$ cat src/rtl/cdt_pkg.sv
package cdt_pkg;
   typedef enum logic {
      FT_SINC = 1'b0,
      FT_FAST = 1'b1
   } filt_type_e;

   localparam int unsigned ORD_W     = 3;
   localparam int unsigned FAST_K    = 4;  // order stand-in for the fast sinc type
   localparam int unsigned FAST_TAIL = 2;
endpackage

$ cat src/rtl/cdt_sat_counter.sv
module cdt_sat_counter #(
   parameter int unsigned W = 28
) (
   input  logic         clk,
   input  logic         rst_n,
   input  logic         clr_i,
   input  logic         inc_i,
   output logic [W-1:0] cnt_o
);
   localparam logic [W-1:0] MAX = {W{1'b1}};

   initial begin
      if (W < 2) $error("cdt_sat_counter: W must be at least 2");
   end

   always_ff @(posedge clk or negedge rst_n) begin
      if (!rst_n)                  cnt_o <= '0;
      else if (clr_i)              cnt_o <= '0;
      else if (inc_i && cnt_o != MAX) cnt_o <= cnt_o + 1'b1;
   end
endmodule

$ cat src/rtl/cdt_ctrl.sv
module cdt_ctrl #(
   parameter int unsigned FOSR_W = 10
) (
   input  logic              clk,
   input  logic              rst_n,
   input  logic              en_i,
   input  logic              start_i,
   input  logic              end_i,
   input  logic              cont_i,
   input  logic [FOSR_W-1:0] fosr_i,
   output logic              clr_o,
   output logic              inc_o,
   output logic              busy_o,
   output logic              seen_first_o
);
   logic kill;
   logic done;

   assign kill  = !en_i || (fosr_i == '0);
   assign clr_o = kill || start_i;
   assign inc_o = busy_o && !clr_o;
   assign done  = busy_o && end_i && !clr_o;

   always_ff @(posedge clk or negedge rst_n) begin
      if (!rst_n)        busy_o <= 1'b0;
      else if (kill)     busy_o <= 1'b0;
      else if (start_i)  busy_o <= 1'b1;
      else if (done)     busy_o <= 1'b0;
   end

   always_ff @(posedge clk or negedge rst_n) begin
      if (!rst_n)                seen_first_o <= 1'b0;
      else if (!en_i || !cont_i) seen_first_o <= 1'b0;
      else if (done)             seen_first_o <= 1'b1;
   end
endmodule

$ cat src/rtl/cdt_len_calc.sv
module cdt_len_calc
   import cdt_pkg::*;
#(
   parameter int unsigned FOSR_W  = 10,
   parameter int unsigned IOSR_W  = 8,
   parameter int unsigned LEN_W   = 21,
   parameter bit          LEN_REG = 1'b0
) (
   input  logic              clk,
   input  logic              rst_n,
   input  logic [FOSR_W-1:0] fosr_i,
   input  logic [IOSR_W-1:0] iosr_i,
   input  logic [ORD_W-1:0]  ford_i,
   input  filt_type_e        ftype_i,
   input  logic              short_i,
   output logic [LEN_W-1:0]  len_o
);
   logic [LEN_W-1:0] fo, io, ord, len_c;

   always_comb begin
      fo  = LEN_W'(fosr_i) + 1'b1;
      io  = LEN_W'(iosr_i) + 1'b1;
      ord = LEN_W'(ford_i);
      if (fosr_i == '0)
         len_c = io;
      else if (short_i)
         len_c = fo * io;
      else if (ftype_i == FT_FAST)
         len_c = fo * (io - 1'b1 + LEN_W'(FAST_K)) + LEN_W'(FAST_TAIL);
      else
         len_c = fo * (io - 1'b1 + ord) + ord;
   end

   generate
      if (LEN_REG) begin : g_reg
         always_ff @(posedge clk or negedge rst_n) begin
            if (!rst_n) len_o <= '0;
            else        len_o <= len_c;
         end
      end else begin : g_comb
         assign len_o = len_c;
      end
   endgenerate
endmodule

$ cat src/rtl/conv_dur_timer.sv
module conv_dur_timer
   import cdt_pkg::*;
#(
   parameter int unsigned CNT_W   = 28,
   parameter int unsigned REG_W   = 32,
   parameter int unsigned FOSR_W  = 10,
   parameter int unsigned IOSR_W  = 8,
   parameter int unsigned LEN_W   = FOSR_W + IOSR_W + 3,
   parameter bit          LEN_REG = 1'b0
) (
   input  logic              clk,
   input  logic              rst_n,
   input  logic              tmr_en_i,
   input  logic              conv_start_i,
   input  logic              conv_end_i,
   input  logic [FOSR_W-1:0] fosr_i,
   input  logic [IOSR_W-1:0] iosr_i,
   input  logic [2:0]        ford_i,
   input  logic              ftype_i,
   input  logic              fast_i,
   input  logic              cont_i,
   output logic [REG_W-1:0]  tmr_word_o,
   output logic              busy_o,
   output logic [LEN_W-1:0]  exp_len_o
);
   localparam int unsigned LOW_W = REG_W - CNT_W;

   initial begin
      if (CNT_W > REG_W)                  $error("conv_dur_timer: CNT_W exceeds REG_W");
      if (LEN_W < FOSR_W + IOSR_W + 3)    $error("conv_dur_timer: LEN_W too narrow");
      if (FOSR_W < 1 || IOSR_W < 1)       $error("conv_dur_timer: field widths must be positive");
   end

   logic             clr, inc, seen_first;
   logic [CNT_W-1:0] cnt;

   cdt_ctrl #(.FOSR_W(FOSR_W)) u_ctrl (
      .clk          (clk),
      .rst_n        (rst_n),
      .en_i         (tmr_en_i),
      .start_i      (conv_start_i),
      .end_i        (conv_end_i),
      .cont_i       (cont_i),
      .fosr_i       (fosr_i),
      .clr_o        (clr),
      .inc_o        (inc),
      .busy_o       (busy_o),
      .seen_first_o (seen_first)
   );

   cdt_sat_counter #(.W(CNT_W)) u_cnt (
      .clk   (clk),
      .rst_n (rst_n),
      .clr_i (clr),
      .inc_i (inc),
      .cnt_o (cnt)
   );

   cdt_len_calc #(
      .FOSR_W  (FOSR_W),
      .IOSR_W  (IOSR_W),
      .LEN_W   (LEN_W),
      .LEN_REG (LEN_REG)
   ) u_len (
      .clk     (clk),
      .rst_n   (rst_n),
      .fosr_i  (fosr_i),
      .iosr_i  (iosr_i),
      .ford_i  (ford_i),
      .ftype_i (filt_type_e'(ftype_i)),
      .short_i (fast_i && cont_i && seen_first),
      .len_o   (exp_len_o)
   );

   generate
      if (LOW_W == 0) begin : g_full
         assign tmr_word_o = cnt;
      end else begin : g_pad
         assign tmr_word_o = {cnt, {LOW_W{1'b0}}};
      end
   endgenerate
endmodule

$ cat config.mk
export PLATFORM = sky130hd
export DESIGN_NAME = conv_dur_timer
export DESIGN_NICKNAME = d
export VERILOG_FILES = /design/src/rtl/cdt_pkg.sv /design/src/rtl/cdt_sat_counter.sv /design/src/rtl/cdt_ctrl.sv /design/src/rtl/cdt_len_calc.sv /design/src/rtl/conv_dur_timer.sv
export SDC_FILE = /design/constraint.sdc
export NUM_CORES = 1
export LEC_CHECK = 0
export BUFFER_PORTS_ARGS = -buffer_cell sky130_fd_sc_hd__buf_4
export CORE_MARGIN = 2
export CORE_UTILIZATION = 55
export CTS_CLUSTER_SIZE = 25
export DETAILED_ROUTE_END_ITERATION = 6
export PLACE_DENSITY = 0.8
export REMOVE_ABC_BUFFERS = 1
export SLEW_MARGIN = 20
export SYNTH_ARGS = -nofsm -noshare
export SYNTH_HDL_FRONTEND = slang
export SYNTH_HIERARCHICAL = 1
export SYNTH_SLANG_ARGS = --single-unit
$ cat constraint.sdc
create_clock -name clk -period 8.14 [get_ports clk]
set_clock_uncertainty 0.2 [all_clocks]
set_input_delay 0 -clock clk [delete_from_list [all_inputs] [get_ports clk]]
set_output_delay 0 -clock clk [all_outputs]
set_load 0.005 [all_outputs]
Yosys cells after proc, flatten, opt, wreduce, memory -nomap -nowiden. Cells that the tools add are included.

Multiply operators: 3. Eq/ne operators: 1. Add/sub/neg operators: 8. Reduce and logical (&&, ||, !) cells: 16. Multiplexer cells: 10.

Operators by type and width (number): $mul A21 B21 Y21 (3); $mux W21 (3); $mux W28 (2); $add A21 B3 Y21 (2); $add A28 B1 Y28 const B (1); $ne A28 B28 Y1 const B (1); $add A21 B2 Y21 const B (1); $add A21 B3 Y21 const B (1); $sub A21 B1 Y21 const B (1); $add A10 B1 Y11 const B (1); $logic_not A10 Y1 (1); $add A8 B1 Y9 const B (1); $logic_and A1 B1 Y1 (6); $mux W1 (5); $reduce_bool A2 Y1 (2); $logic_not A1 Y1 (3); $logic_or A1 B1 Y1 (3); $reduce_bool A3 Y1 (1).

Register bits: 30. Word-level logic and storage cells: 41. Output and inout bits: 54. Input bits: 29.

Depth between registers and ports, before layout.
Depth in word-level cells: 8. Depth in mapped cells: 34. Gate-level depth less buffers: 32.

Modules after synthesis. The synthesis kept the hierarchy.

Modules (own cells, without submodules): cdt_len_calc (area each 13591.8 sq um, times used 1, sequential area each 0.0 sq um, cells each 1699); cdt_sat_counter (area each 1582.8 sq um, times used 1, sequential area each 700.7 sq um, cells each 173); cdt_ctrl (area each 142.6 sq um, times used 1, sequential area each 50.0 sq um, cells each 13); conv_dur_timer (area each 40.0 sq um, times used 1, sequential area each 0.0 sq um, cells each 6).

Worst setup path after synthesis. No wires, ideal clock.

Kind: input to output. From: input port iosr_i[0]. To: output port exp_len_o[19]. Required time: 7.940 ns. Data arrival time: 7.033 ns. Stages: 27. Path slack: 0.907 ns. Buffers on the path: 3. Cell sequence: ha_1 > buf_6 > or4_1 > nor2_1 > nand4bb_2 > o2111ai_4 > a21oi_2 > clkbuf_1 > inv_1 > ha_1 > clkbuf_1 > nand2b_1 > fa_1 > fa_1 > inv_1 > fa_1 > inv_1 > fa_1 > inv_1 > fa_1 > ha_1 > or4_1 > o311ai_0 > a21oi_1 > xnor2_1 > a311o_1 > a211oi_1.

Word-level cells in the longest chain between the ends: 8. Elaborated cells on any way between the ends: 12. Classes of those cells: 6 x add/sub; 3 x mul; 3 x mux.

RTL lines: start, declared (line conv_dur_timer.sv:17) `input logic [IOSR_W-1:0] iosr_i,`; $add A8 B1 Y9 * (line cdt_len_calc.sv:22) `io = LEN_W'(iosr_i) + 1'b1;`; $sub A21 B1 Y21 (line cdt_len_calc.sv:29, cdt_len_calc.sv:31); $add A21 B3 Y21, on equally long branches (line cdt_len_calc.sv:31, cdt_len_calc.sv:29); $mul A21 B21 Y21, on equally long branches (line cdt_len_calc.sv:31, cdt_len_calc.sv:29); $add A21 B3 Y21 or $add A21 B2 Y21 (tied branches) (line cdt_len_calc.sv:31, cdt_len_calc.sv:29); $mux W21 (line cdt_len_calc.sv:28) `else if (ftype_i == FT_FAST)`; $mux W21 * (line cdt_len_calc.sv:26) `else if (short_i)`; $mux W21 * (line cdt_len_calc.sv:24) `if (fosr_i == '0)`; end, declared (line conv_dur_timer.sv:24) `output logic [LEN_W-1:0] exp_len_o`.

Mark *: on every way between the ends. The rest lies on a longest branch, timed or not.

Worst setup path in the final report.
From: input port iosr_i[1]. To: output port exp_len_o[14].

Same word-level chain as after synthesis.

==> out/qor.yml <==
outcome:
  status: "finished, violations left"
  violations: "negative hold slack"
placed_design:
  gp_congestion: 0.966
  dp_hpwl_um: 36800
  dp_slack_ns: -0.204
  port_buffers: 78
synth:
  yosysUniqueCellTypes: 81
  ys_seq_area_frac: 0.0489
  synth_edf_count: 0
  syn_inst: 1891
  synthFlopType: "dfrtp_1"
  syn_area_um2: 15400
  yosysWarnings: 6
  synth.avg_cell_area_um2: 8.12
  ys_ff_latch: 30
  ys_async_sr_fraction: 1.00
power_and_ir_drop:
  p_leak_nw: 8.16
  ir_worst_vdd_mv: 0.232
  p_per_area_nw_per_um2: 294
  power_mw: 4.97
setup_path:
  cp_slowest_cell: "or4_1"
  critPathRequiredTime_ns: 7.94
  crit_path_start_kind: "input pin"
  reg2reg_from: "u_cnt/cnt_o[0]"
  path_class: "input pin to output pin"
  crit_path_frequent_cell: "fa_1"
  critPathMaxFanout: 10
  worst_path_largest_cell_delay_ns: 0.60
  cp-startpoint: "iosr_i[1]"
  critPathArrivalTime_ns: 7.55
  critPathCaptureType: "output pin"
global_route:
  antenna_found_initial: 0
  track_usage: 0.326
  grt_max_degree: 38
  grt_pass1_vias: 14200
  grt_pass1_wl_um: 74200
  grt_overflow: 0
cts:
  post_cts_buffers: 0
  cts_tree: "done"
  cts_inserted_buffers: 5
  htree_num_levels: 2
  clock-sinks: 30
  cts-root-buf: "clkbuf_16"
  clk_pin_slew_ns: 0.05
  insertion_delay_ns: 0.28
  clockBufferDepth: 2
route:
  ant_nets: 0
  drt_iter0_markers: 1276
  via_per_inst: 5.79
  avgRoutedWirePerCell_um: 19.5
  first_pass_iters: 5
  drt_wl_total_um: 45600
  num_vias: 13500
  route.detailed.drc: 0
timing:
  tightestPinTransition_ns: 0.992
  setup_viol: 0
  min_period_ns: 7.75
  postLayoutSetupSlackWorst_ns: 0.388
  period_share: 0.952
  whs_ns: -0.00851
  slew_headroom: 0.336
  hold_violations: 26
  max_freq_ghz: 0.129
  slew_violations: 0
worst_hold_path:
  hold_class: "input pin to asynchronous set/reset pin"
finish:
  final_cell_mix: "inv_1 (346), nand2_1 (272), fa_1 (269), nor2_1 (159), ha_1 (148)"
  fin_nets: 2407
  area_growth_pct: 9.98
  num_antenna_cells: 0
  drive_gt1_frac: 0.108
  final_common_cell: "inv_1"
die:
  dieWidth_um: 171
  io_pins: 83
  dieArea_um2: 29300
  rows: 61
  initial_core_util: 0.556
  die_h_um: 171
  core_area_um2: 27600
job:
  cap_violations: 0
[timing repair]
action                                  in CTS  in global routing
hold buffers                                 5                  0
gates resized for setup                      2                 21
endpoints found under the hold margin       32                  0
endpoints found under the setup margin       2                  9
pin swaps                                    0                  1
[critical path: cells and delay by family]
family                     cells  cell delay, ns
and+or+nand+nor                6            1.28
adders and majority gates      8            3.57
xor gates and xnor gates       3            0.83
AOI/OAI and AO/OA              6            1.02
buffers and inverters          7            0.63
muxes                          1            0.21
[registers in the layout (all words and copies together) (netlist names)]
register and cells:
u_ctrl/seen_first_o 1, u_ctrl/busy_o 1, u_cnt/cnt_o 28
[layer usage]
metal	global-route usage	vias to the layer above	part of all wire
li1	-	6072	-
met1	0.430	6618	0.39
met2	0.523	700	0.46
met3	0.0606	145	0.10
met4	0.147	0	0.055
met5	0	-	0
[final timing paths]
kind / end / slack, ns / cells after the start
setup / recovery: exp_len_o[14] / 0.39 / 31
hold / removal: u_cnt/cnt_o[21] / -0.009 / 2
setup reg to reg: u_cnt/cnt_o[17] / 5.49 / 6
hold reg to reg: u_cnt/cnt_o[22] / 0.37 / 2
max in group asynchronous: u_cnt/cnt_o[3] / 7.47 / 2
min in group clk: u_cnt/cnt_o[25] / 0.14 / 4
[area by class of cell]
| type | instances | area [um^2] |
|---|---|---|
| Multi-Input combinational cell | 1424 | 13100 |
| Fill cell | 2457 | 10700 |
| Inverter | 347 | 1300 |
| Timing Repair Buffer | 151 | 1150 |
| Sequential cell | 30 | 751 |
| Tap cell | 378 | 473 |
| Clock buffer | 6 | 139 |
| Clock inverter | 2 | 12.5 |
[cell usage after synthesis (11+ instances only)]
| cell type | number | area [um^2] |
|---|---|---|
| a211oi_1 | 24 | 180 |
| a21o_1 | 11 | 82.6 |
| a21oi_1 | 64 | 320 |
| and2_1 | 43 | 269 |
| and3_1 | 14 | 87.6 |
| clkbuf_1 | 71 | 267 |
| dfrtp_1 | 30 | 751 |
| fa_1 | 269 | 5390 |
| ha_1 | 150 | 1880 |
| inv_1 | 346 | 1300 |
| nand2_1 | 272 | 1020 |
| nand2b_1 | 31 | 194 |
| nand3_1 | 30 | 150 |
| nor2_1 | 161 | 604 |
| nor2b_1 | 19 | 119 |
| nor3_1 | 29 | 145 |
| o21a_1 | 12 | 90.1 |
| o21ai_0 | 37 | 185 |
| or2_2 | 11 | 68.8 |
| or3_1 | 11 | 68.8 |
| or4_1 | 14 | 105 |
| xnor2_1 | 73 | 639 |
| xor2_1 | 33 | 289 |
[per-stage QoR]
stage | util | cell area (um^2) | setup TNS (ns) | std cells
final | 0.611 | 16900 | 0 | 2338
after CTS | 0.608 | 16800 | 0 | 2338
after global placement | 0.600 | 16600 | -0.0937 | 2325
after global routing | 0.611 | 16900 | -0.00642 | 2338
after detailed placement | 0.600 | 16600 | -0.248 | 2325
after floorplan | - | 15000 | 0 | 1801
[power by group]
group	switching [mW]	total, mW	internal [mW]	leakage [nW]
Combinational	2.68	4.63	1.95	7.67
Clock	0.0680	0.189	0.121	0.0729
Sequential	0.000390	0.150	0.150	0.418
[kinds of logic (layout without fill, tap and decap cells)]
logic type / after synthesis / after routing / share of synthesized area
buffers and inverters: 440 / 506 / 0.111
other: 1 / 4 / 0.000244
multiplexers: 7 / 7 / 0.00464
XOR/XNOR: 107 / 107 / 0.0619
AND/OR/NAND/NOR: 669 / 669 / 0.204
adder cells (fa/ha/maj): 419 / 419 / 0.473
AO/OA/AOI/OAI: 218 / 218 / 0.0965
flip-flops: 30 / 30 / 0.0489
No activity file was read; power rests on OpenSTA's default activity.
